[config.mk]
export PLATFORM = sky130hd
export DESIGN_NAME = audio_rx
export DESIGN_NICKNAME = d
export VERILOG_FILES = /design/src/rtl/audio_rx_pkg.sv /design/src/rtl/audio_rx_ctrl.sv /design/src/rtl/audio_rx_datapath.sv /design/src/rtl/audio_rx.sv
export SDC_FILE = /design/constraint.sdc
export NUM_CORES = 1
export LEC_CHECK = 0
export ABC_AREA = 1
export BUFFER_PORTS_ARGS = -buffer_cell sky130_fd_sc_hd__buf_2
export CAP_MARGIN = 25
export CORE_ASPECT_RATIO = 0.9
export CORE_MARGIN = 5
export CORE_UTILIZATION = 30
export DETAILED_ROUTE_END_ITERATION = 16
export PLACE_DENSITY_LB_ADDON = 0.08
export SLEW_MARGIN = 20
export SYNTH_ARGS = -nofsm -noshare
export SYNTH_HDL_FRONTEND = slang
export SYNTH_SLANG_ARGS = --single-unit
[constraint.sdc]
create_clock -name clk -period 4.8 [get_ports clk]
set_clock_uncertainty 0.2 [all_clocks]
set_input_delay 0 -clock clk [delete_from_list [all_inputs] [get_ports clk]]
set_output_delay 0 -clock clk [all_outputs]
set_load 0.01 [all_outputs]
[src/rtl/audio_rx_pkg.sv]
package audio_rx_pkg;
  localparam int CH_W       = 3;
  localparam int HALF_BITS  = 32;
  localparam int PK256_SLOT = 32;
  localparam int PK128_SLOT = 20;
  localparam int PK128_HALF = 64;
  localparam int CNT_W      = $clog2(8 * PK256_SLOT);
  localparam int SLOT_W     = $clog2(PK256_SLOT);

  typedef enum logic [2:0] {
    FMT_I2S   = 3'b000,
    FMT_RJ    = 3'b001,
    FMT_DSP   = 3'b010,
    FMT_LJ    = 3'b011,
    FMT_PK256 = 3'b100,
    FMT_PK128 = 3'b101,
    FMT_AUX   = 3'b110,
    FMT_RSVD  = 3'b111
  } fmt_e;

  typedef struct packed {
    logic            shiftEn;
    logic            emit;
    logic            packedMode;
    logic            rightSide;
    logic [CH_W-1:0] slotChan;
    logic [1:0]      widthSel;
  } strobe_t;
endpackage

[src/rtl/audio_rx_ctrl.sv]
module audio_rx_ctrl
  import audio_rx_pkg::*;
(
  input  logic    clk,
  input  logic    rstN,
  input  logic    bclk,
  input  logic    lrclk,
  input  logic [2:0] mode,
  input  logic [1:0] wordWidth,
  output strobe_t stb
);
  fmt_e fmt;
  assign fmt = fmt_e'(mode);

  logic bclkQ, lrPrev, lrKnown, synced;
  logic [CNT_W-1:0] bitCnt, pos, wEff, wM1;
  logic capEdge, frameEdge, hit, rightSide, isPacked;
  logic [1:0] effSel;
  logic [CH_W-1:0] slotChan;
  logic [CNT_W-SLOT_W-1:0] slot;

  // Capture edge: falling for DSP framing, rising otherwise
  assign capEdge = (fmt == FMT_DSP) ? (bclkQ & ~bclk) : (bclk & ~bclkQ);
  assign isPacked = (fmt == FMT_PK256) || (fmt == FMT_PK128);

  always_comb begin
    unique case (fmt)
      FMT_I2S, FMT_LJ, FMT_RJ: frameEdge = lrKnown && (lrclk != lrPrev);
      FMT_DSP, FMT_PK128:      frameEdge = lrKnown && lrclk && !lrPrev;
      FMT_PK256:               frameEdge = lrKnown && !lrclk && lrPrev;
      default:                 frameEdge = 1'b0;
    endcase
  end

  assign pos = frameEdge ? '0 : ((bitCnt == '1) ? bitCnt : bitCnt + CNT_W'(1));

  // Effective width: 128-bit packing caps at 20, code 11 acts as 24
  always_comb begin
    effSel = wordWidth;
    if (wordWidth == 2'b11) effSel = 2'b00;
    if (fmt == FMT_PK128 && effSel == 2'b00) effSel = 2'b01;
  end

  always_comb begin
    unique case (effSel)
      2'b01:   wEff = CNT_W'(20);
      2'b10:   wEff = CNT_W'(16);
      default: wEff = CNT_W'(24);
    endcase
  end
  assign wM1  = wEff - CNT_W'(1);
  assign slot = pos[CNT_W-1:SLOT_W];

  always_comb begin
    hit       = 1'b0;
    slotChan  = '0;
    rightSide = 1'b0;
    unique case (fmt)
      FMT_I2S: begin hit = (pos == wEff); rightSide = lrclk; end
      FMT_LJ:  begin hit = (pos == wM1);  rightSide = !lrclk; end
      FMT_RJ:  begin hit = (pos == CNT_W'(HALF_BITS - 1)); rightSide = !lrclk; end
      FMT_DSP: hit = (pos == wEff);
      FMT_PK256: begin
        hit = (pos[SLOT_W-1:0] == wEff[SLOT_W-1:0]) && (slot[1:0] != 2'b11);
        slotChan = {slot[1:0], slot[2]};
      end
      FMT_PK128: begin
        for (int k = 0; k < 3; k++) begin
          if (pos == CNT_W'(k * PK128_SLOT) + wM1) begin
            hit = 1'b1;
            slotChan = CH_W'(2 * k);
          end
          if (pos == CNT_W'(PK128_HALF + k * PK128_SLOT) + wM1) begin
            hit = 1'b1;
            slotChan = CH_W'(2 * k + 1);
          end
        end
      end
      default: hit = 1'b0;
    endcase
  end

  always_ff @(posedge clk) begin
    if (!rstN) begin
      bclkQ   <= 1'b0;
      lrPrev  <= 1'b0;
      lrKnown <= 1'b0;
      synced  <= 1'b0;
      bitCnt  <= '0;
    end else begin
      bclkQ <= bclk;
      if (capEdge) begin
        lrPrev  <= lrclk;
        lrKnown <= 1'b1;
        bitCnt  <= pos;
        if (frameEdge) synced <= 1'b1;
      end
    end
  end

  always_comb begin
    stb.shiftEn    = capEdge;
    stb.emit       = capEdge && synced && hit;
    stb.packedMode = isPacked;
    stb.rightSide  = rightSide;
    stb.slotChan   = slotChan;
    stb.widthSel   = effSel;
  end
endmodule

[src/rtl/audio_rx_datapath.sv]
module audio_rx_datapath
  import audio_rx_pkg::*;
#(
  parameter int LANES  = 3,
  parameter int DATA_W = 24
) (
  input  logic                    clk,
  input  logic                    rstN,
  input  logic [LANES-1:0]        sdin,
  input  strobe_t                 stb,
  output logic [LANES-1:0]        validOut,
  output logic [LANES*DATA_W-1:0] dataOut,
  output logic [LANES*CH_W-1:0]   chanOut
);
  function automatic logic [DATA_W-1:0] alignWord(input logic [DATA_W-1:0] raw,
                                                  input logic [1:0] sel);
    unique case (sel)
      2'b01:   return raw << (DATA_W - 20);
      2'b10:   return raw << (DATA_W - 16);
      default: return raw;
    endcase
  endfunction

  for (genvar i = 0; i < LANES; i++) begin : g_lane
    localparam bit IS_LANE0 = (i == 0);
    logic [DATA_W-1:0] shReg, shNext, wordQ;
    logic [CH_W-1:0]   chanQ;
    logic              validQ, laneOn;

    assign shNext = {shReg[DATA_W-2:0], sdin[i]};
    assign laneOn = stb.emit && (IS_LANE0 || !stb.packedMode);

    always_ff @(posedge clk) begin
      if (!rstN) begin
        shReg  <= '0;
        wordQ  <= '0;
        chanQ  <= '0;
        validQ <= 1'b0;
      end else begin
        if (stb.shiftEn) shReg <= shNext;
        validQ <= laneOn;
        if (laneOn) begin
          wordQ <= alignWord(shNext, stb.widthSel);
          chanQ <= stb.packedMode ? stb.slotChan
                                  : CH_W'(2 * i) + CH_W'(stb.rightSide);
        end
      end
    end

    assign validOut[i]                 = validQ;
    assign dataOut[i*DATA_W +: DATA_W] = wordQ;
    assign chanOut[i*CH_W +: CH_W]     = chanQ;
  end
endmodule

[src/rtl/audio_rx.sv]
module audio_rx
  import audio_rx_pkg::*;
#(
  parameter int LANES  = 3,
  parameter int DATA_W = 24
) (
  input  logic                    clk,
  input  logic                    rstN,
  input  logic                    bclk,
  input  logic                    lrclk,
  input  logic [LANES-1:0]        sdin,
  input  logic [2:0]              mode,
  input  logic [1:0]              wordWidth,
  output logic [LANES-1:0]        validOut,
  output logic [LANES*DATA_W-1:0] dataOut,
  output logic [LANES*CH_W-1:0]   chanOut
);
  strobe_t stb;

  audio_rx_ctrl ctrl_i (
    .clk(clk), .rstN(rstN), .bclk(bclk), .lrclk(lrclk),
    .mode(mode), .wordWidth(wordWidth), .stb(stb)
  );

  audio_rx_datapath #(.LANES(LANES), .DATA_W(DATA_W)) dp_i (
    .clk(clk), .rstN(rstN), .sdin(sdin), .stb(stb),
    .validOut(validOut), .dataOut(dataOut), .chanOut(chanOut)
  );
endmodule

# Word level (Yosys, flattened, before mapping)
# Cells that the tools add are included.
word_totals:
  input_bits: 12
  regBits: 164
  wordCells: 97
classes:
  bitwise_logic: 4
  eq_ne: 20
  mux: 27
  addsub: 9
  reduce_logical: 21
op_table:
  columns: ["operator", "n"]
  rows:
  - ["$pmux 24 s2", 3]
  - ["$eq 8x8->1", 6]
  - ["$add 7x8->8 const A", 3]
  - ["$mux 8", 2]
  - ["$mux 3", 5]
  - ["$logic_and 1x1->1", 10]
  - ["$add 5x8->8 const A", 1]
  - ["$add 6x8->8 const A", 1]
  - ["$add 8x1->8 const B", 1]
  - ["$eq 8x5->1", 1]
  - ["$eq 8x5->1 const B", 1]
  - ["$eq 8x8->1 const B", 1]
  - ["$mux 1", 8]
  - ["$mux 2", 4]
  - ["$pmux 4 s2", 1]
  - ["$eq 3x2->1 const B", 2]
  - ["$eq 3x3->1 const B", 2]
  - ["$pmux 3 s2", 1]
  - ["$reduce_or 2->1", 3]
  - ["$sub 5x1->6 const B", 1]
  - ["$eq 5x5->1", 1]
  - ["$pmux 1 s5", 1]
  - ["$eq 2x2->1 const B", 2]
  - ["$add 2x1->3 const A", 1]
  - ["15 further kinds", 19]

# Depth between registers and ports, before layout
depth:
  ltp_word: 18
  ltp_mapped: 21
  ltp_nobuf: 19

# Modules after synthesis
# Synthesis repeated with hierarchy kept, for this count alone.
unflattened:
  hier_cells: 1246
  hier_area_um2: 8104.0
modules_own_cells:
  columns: ["mod", "cells_each", "area_per_inst_um2", "n_inst"]
  rows:
  - ["audio_rx_datapath", 1040, 6830.3, 1]
  - ["audio_rx_ctrl", 206, 1273.7, 1]

# Worst setup path before layout
# No wires, ideal clock.
synth_path:
  path_kind: "flip-flop to flip-flop"
  start: "register ctrl_i.bitCnt[0]"
  end: "register dp_i.g_lane[2].wordQ[15]"
  stages_incl_launch_ff: 20
  setup_slack_ns: 2.194
  arrival_time_ns: 2.296
  path_cell_list: "dfxtp_1 ha_1 nand3_1 nor2_1 nand2_1 nand2_1 inv_1 nor2_2 xor2_1 inv_1 nor2_1 nand2_1 nand2_1 nand2_1 nand3_2 buf_2 buf_4 nand4_1 nand2_1 nor2_1"
synth_via:
  elab_chain_len: 13
  word_cells_on_any_way: 24
  cone_classes: "add/sub (1); eq/ne (11); mux (9); reduce/logical (3)"
synth_rtl:
  columns: ["element", "line", "text"]
  rows:
  - ["from (decl)", "audio_rx_ctrl.sv:16", "logic [CNT_W-1:0] bitCnt, pos, wEff, wM1;"]
  - ["from (signal assigned)", "audio_rx_ctrl.sv:95", "bitCnt <= pos;"]
  - ["$add 8x1->8 / $eq 8x8->1 (equally long branches)", "audio_rx_ctrl.sv:35", "assign pos = frameEdge ? '0 : ((bitCnt == '1) ? bitCnt : bitCnt + CNT_W'(1));"]
  - ["$mux 8 * (2 in a row)", "audio_rx_ctrl.sv:35", null]
  - ["$eq 8x8->1", "audio_rx_ctrl.sv:60, audio_rx_ctrl.sv:69", null]
  - ["$mux 1", "audio_rx_ctrl.sv:69", "if (pos == CNT_W'(k * PK128_SLOT) + wM1) begin"]
  - ["$mux 1", "audio_rx_ctrl.sv:73", "if (pos == CNT_W'(PK128_HALF + k * PK128_SLOT) + wM1) begin"]
  - ["$mux 1", "audio_rx_ctrl.sv:69", null]
  - ["$mux 1", "audio_rx_ctrl.sv:73", null]
  - ["$mux 1", "audio_rx_ctrl.sv:69", null]
  - ["$mux 1", "audio_rx_ctrl.sv:73", null]
  - ["$pmux 1 s5 *", "audio_rx_ctrl.sv:58", "unique case (fmt)"]
  - ["$logic_and 1x1->1 *", "audio_rx_ctrl.sv:103", "stb.emit = capEdge && synced && hit;"]
  - ["$logic_and 1x1->1 *", "audio_rx_datapath.sv:31", "assign laneOn = stb.emit && (IS_LANE0 || !stb.packedMode);"]
  - ["to (signal assigned)", "audio_rx_datapath.sv:43", "wordQ <= alignWord(shNext, stb.widthSel);"]
  - ["to (decl)", "audio_rx_datapath.sv:26", "logic [DATA_W-1:0] shReg, shNext, wordQ;"]
# Every way passes the cells marked *; elsewhere a longest branch is shown, timed or not.
# A chain may end at the register's enable or synchronous reset.

# Worst setup path in the final report
layout_path:
  start: "register ctrl_i.bitCnt[1]"
  end: "register dp_i.g_lane[0].chanQ[2]"
layout_via:
  elab_chain_len: 12
  word_cells_on_any_way: 27
  cone_classes: "add/sub (1); eq/ne (11); mux (13); reduce/logical (2)"
layout_rtl:
  columns: ["element", "line", "text"]
  rows:
  - ["$add 8x1->8 / $eq 8x8->1 (equally long branches)", "audio_rx_ctrl.sv:35", null]
  - ["$mux 8 * (2 in a row)", "audio_rx_ctrl.sv:35", null]
  - ["$eq 8x8->1", "audio_rx_ctrl.sv:60, audio_rx_ctrl.sv:69", null]
  - ["$mux 1", "audio_rx_ctrl.sv:69", null]
  - ["$mux 1", "audio_rx_ctrl.sv:73", null]
  - ["$mux 1", "audio_rx_ctrl.sv:69", null]
  - ["$mux 1", "audio_rx_ctrl.sv:73", null]
  - ["$mux 1", "audio_rx_ctrl.sv:69", null]
  - ["$mux 1", "audio_rx_ctrl.sv:73", null]
  - ["$pmux 1 s5", "audio_rx_ctrl.sv:58", null]
  - ["$logic_and 1x1->1", "audio_rx_ctrl.sv:103", null]
  - ["to (signal assigned)", "audio_rx_datapath.sv:44", "chanQ <= stb.packedMode ? stb.slotChan"]
  - ["to (decl)", "audio_rx_datapath.sv:27", "logic [CH_W-1:0] chanQ;"]
# Marks and branches as above.

==> results.sh <==
export IMPL_post_cts_buffers=0
export IMPL_start_util_pct=30.30
export IMPL_cts_made_buffers=17
export IMPL_drcViolationCount=0
export IMPL_core_area_mm2=0.02592
export IMPL_syn_area_mm2=0.007856
export IMPL_syn_to_final_growth_pct=17.55
export IMPL_place_area_mm2=0.008559
export IMPL_fmax_mhz=252.4
export IMPL_peakVddDrop_mv=0.1890
export IMPL_rsz0062_at_grt="no"
export IMPL_grt_max_degree=82
export IMPL_syn_avg_cell_area_um2=6.602
export IMPL_cts_tree="yes"
export IMPL_setup_tns_ns=0
export IMPL_synth_cell_types=28
export IMPL_ys_ff_latch=163
export IMPL_drt_iter0_drc=400
export IMPL_p_leak_nw=4.233
export IMPL_finalMaxSlewViolations=0
export IMPL_crit_type="flip-flop to flip-flop"
export IMPL_cts_root_buf="clkbuf_16"
export IMPL_r2r_start="ctrl_i.bitCnt[1]$_SDFFE_PN0P_"
export IMPL_nFillCells=2904
export IMPL_hpwl_mm=15.12
export IMPL_yosysSeqAreaShare_pct=41.54
export IMPL_place_gp_congestion=0.8600
export IMPL_timing_hold_ws_ns=0.08508
export IMPL_grt_pass1_wl_mm=37.12
export IMPL_syn_nets=1206
export IMPL_io_pins=96
export IMPL_path_max_fanout=23
export IMPL_yosysWarnings=0
export IMPL_drt_wl_total_mm=22.70
export IMPL_cts_resized=0
export IMPL_critical_path_startpoint_type="flip-flop"
export IMPL_mostFrequentLayoutCells="205 x nand2_1, 179 x nor2_1, 163 x dfxtp_1"
export IMPL_clock_sinks=163
export IMPL_rows=56
export IMPL_syn_inst=1190
export IMPL_finalHoldViolCount=0
export IMPL_clk_insertion_delay_late_ns=0.43
export IMPL_antennaDiodeCount=0
export IMPL_antenna_found_initial=0
export IMPL_grt_util_all_layers_pct=15.28
export IMPL_setup_violations=0
export IMPL_ant_nets=0
export IMPL_vias=7398
export IMPL_final_common_cell="nand2_1"
export IMPL_r2r_slack_ns=0.84
export IMPL_die_w_um=180.6
export IMPL_first_global_vias=7091
export IMPL_r2r_end="dp_i.g_lane[0].chanQ[2]$_SDFFE_PN0P_"
export IMPL_r2r_cells=17
export IMPL_drt_first_pass_iters=6
export IMPL_final_period_utilization_pct=82.54
export IMPL_fin_crit_ns=3.962
export IMPL_grt_overflow=0
export IMPL_hold_path_endpoint="dp_i.g_lane[2].wordQ[13]$_SDFFE_PN0P_"
export IMPL_nNetsFinal=1262
export IMPL_cp_end_kind="flip-flop"
export IMPL_clock_path_buffers=2
export IMPL_clk_pin_slew_ns=0.07
export IMPL_drive_above_1_share_pct=15.34
export IMPL_io_buffers=95
export IMPL_die_area_mm2=0.02953
export IMPL_viasPerCell=4.606
export IMPL_worstPathArrival_ns=4.07
export IMPL_worstMarginPinSlew_ns=1.025
export IMPL_relSlewSlack_pct=31.46
export IMPL_fin_area_mm2=0.009235
export IMPL_required_ns=4.91
export IMPL_hold_path_depth=5
export IMPL_outcome="finished clean"
export IMPL_maxCapViolations=0
export IMPL_holdCritStartpoint="mode[2]"
export IMPL_wl_per_cell_um=14.13
export IMPL_hp_class="input pin to flip-flop"
export IMPL_die_h_um=163.5
export IMPL_htree_levels=4
export IMPL_power_density_mw_per_mm2=341.5
worst max-delay path by stage:
stage | depth (start not counted) | start | end | slack [ns]
2_1_floorplan | 19 | ctrl_i.bitCnt[0]$_SDFFE_PN0P_ | dp_i.g_lane[2].wordQ[15]$_SDFFE_PN0P_ | 2.19
3_3_place_gp | 19 | wordWidth[0] | dp_i.g_lane[0].chanQ[0]$_SDFFE_PN0P_ | 0.88
3_5_place_dp | 19 | wordWidth[0] | dp_i.g_lane[0].wordQ[14]$_SDFFE_PN0P_ | 0.73
4_1_cts | 17 | ctrl_i.bitCnt[1]$_SDFFE_PN0P_ | dp_i.g_lane[0].wordQ[14]$_SDFFE_PN0P_ | 0.79
5_1_grt | 18 | ctrl_i.bitCnt[0]$_SDFFE_PN0P_ | dp_i.g_lane[0].chanQ[1]$_SDFFE_PN0P_ | 0.39
6_report | 17 | ctrl_i.bitCnt[1]$_SDFFE_PN0P_ | dp_i.g_lane[0].chanQ[2]$_SDFFE_PN0P_ | 0.84
logic make-up (layout without fill, tap and decap cells):
logic type,after synthesis,after routing,share of synthesized area (%)
simple gates,481,481,25.62
compound gates,278,278,18.90
buf+inv,261,329,12.96
flops,163,163,41.54
fa+ha+maj,4,4,0.6371
xor+xnor,3,3,0.3345
layer usage:
layer	global-route usage [%]	up-vias	wire length, um
met5	0	-	0
met4	3.883	0	253
met3	2.917	17	799
met2	24.91	131	10210
met1	20.94	3310	11440
li1	-	3940	-
where the power goes:
group | internal (W) | leakage, nW | switching [W]
clock network | 0.000735 | 0.271 | 0.000604
registers | 0.00141 | 1.33 | 0.0000421
logic | 0.000110 | 2.63 | 0.000255
total | 0.00225 | 4.23 | 0.000901
metrics by stage:
stage	instances	worst slack (ns)	power (W)	utilization [%]
final	1606	0.8381	0.003154	35.62
after floorplan	1190	2.194	0.001731	-
after CTS	1606	0.7850	0.003202	35.62
after global placement	1564	0.8750	0.001839	33.02
after detailed placement	1564	0.7304	0.001838	33.02
after global routing	1606	0.3939	0.003309	35.62
repair_timing:
item                       4_1_cts  5_1_grt
hold buffers                    11        0
setup endpoints to repair        0        0
hold endpoints to repair        54        0
cell usage after synthesis:
master	number	area share, %
nand2_1	206	9.8
nor2_1	179	8.6
dfxtp_1	163	42
inv_1	134	6.4
o21ai_0	108	6.9
a21oi_1	106	6.8
clkbuf_1	55	2.6
o22ai_1	50	4.0
nand4_1	46	3.7
inv_2	44	2.1
nand3_1	40	2.5
buf_2	13	0.83
o21bai_1	8	0.76
buf_1	7	0.33
buf_4	6	0.57
ha_1	4	0.64
nand3_2	3	0.38
nor2_2	3	0.24
clkinv_1	2	0.096
nand3b_1	2	0.19
o211ai_1	2	0.19
o21ai_1	2	0.13
xor2_1	2	0.22
a211oi_1	1	0.096
a21oi_2	1	0.11
nor2_4	1	0.14
nor3_1	1	0.064
xnor2_1	1	0.11
state kept, by name, indices dropped and copies added, names as in the netlist:
register            flops
dp_i.g_lane.validQ      2
ctrl_i.lrPrev           1
ctrl_i.bclkQ            1
dp_i.g_lane.shReg      69
ctrl_i.bitCnt           8
dp_i.g_lane.chanQ       8
ctrl_i.synced           1
ctrl_i.lrKnown          1
dp_i.g_lane.wordQ      72
layout make-up:
type | instances | area (um^2) | area share (%)
multi-input combinational | 766 | 3605 | 39.03
inverter | 180 | 675.6 | 7.316
timing repair buffer | 118 | 690.7 | 7.479
sequential | 163 | 3263 | 35.33
clock inverter | 13 | 126.4 | 1.368
clock buffer | 18 | 439.2 | 4.755
tap | 348 | 435.4 | 4.715
worst max-delay path, stage by stage, from the launching register on:
cell     delay (ns)
dfxtp_1        0.40
ha_1           0.24
nand3_1        0.15
nor2_1         0.20
nand2_1        0.07
nand2_1        0.10
inv_1          0.06
nor2_2         0.18
xor2_1         0.21
nor2_1         0.08
nand2_1        0.08
nor2_1         0.04
nor2_1         0.12
nand3_2        0.46
nand2_1        0.69
inv_2          0.34
nor2_1         0.16
nor2_1         0.06
Power figures use the tool's default switching activity.
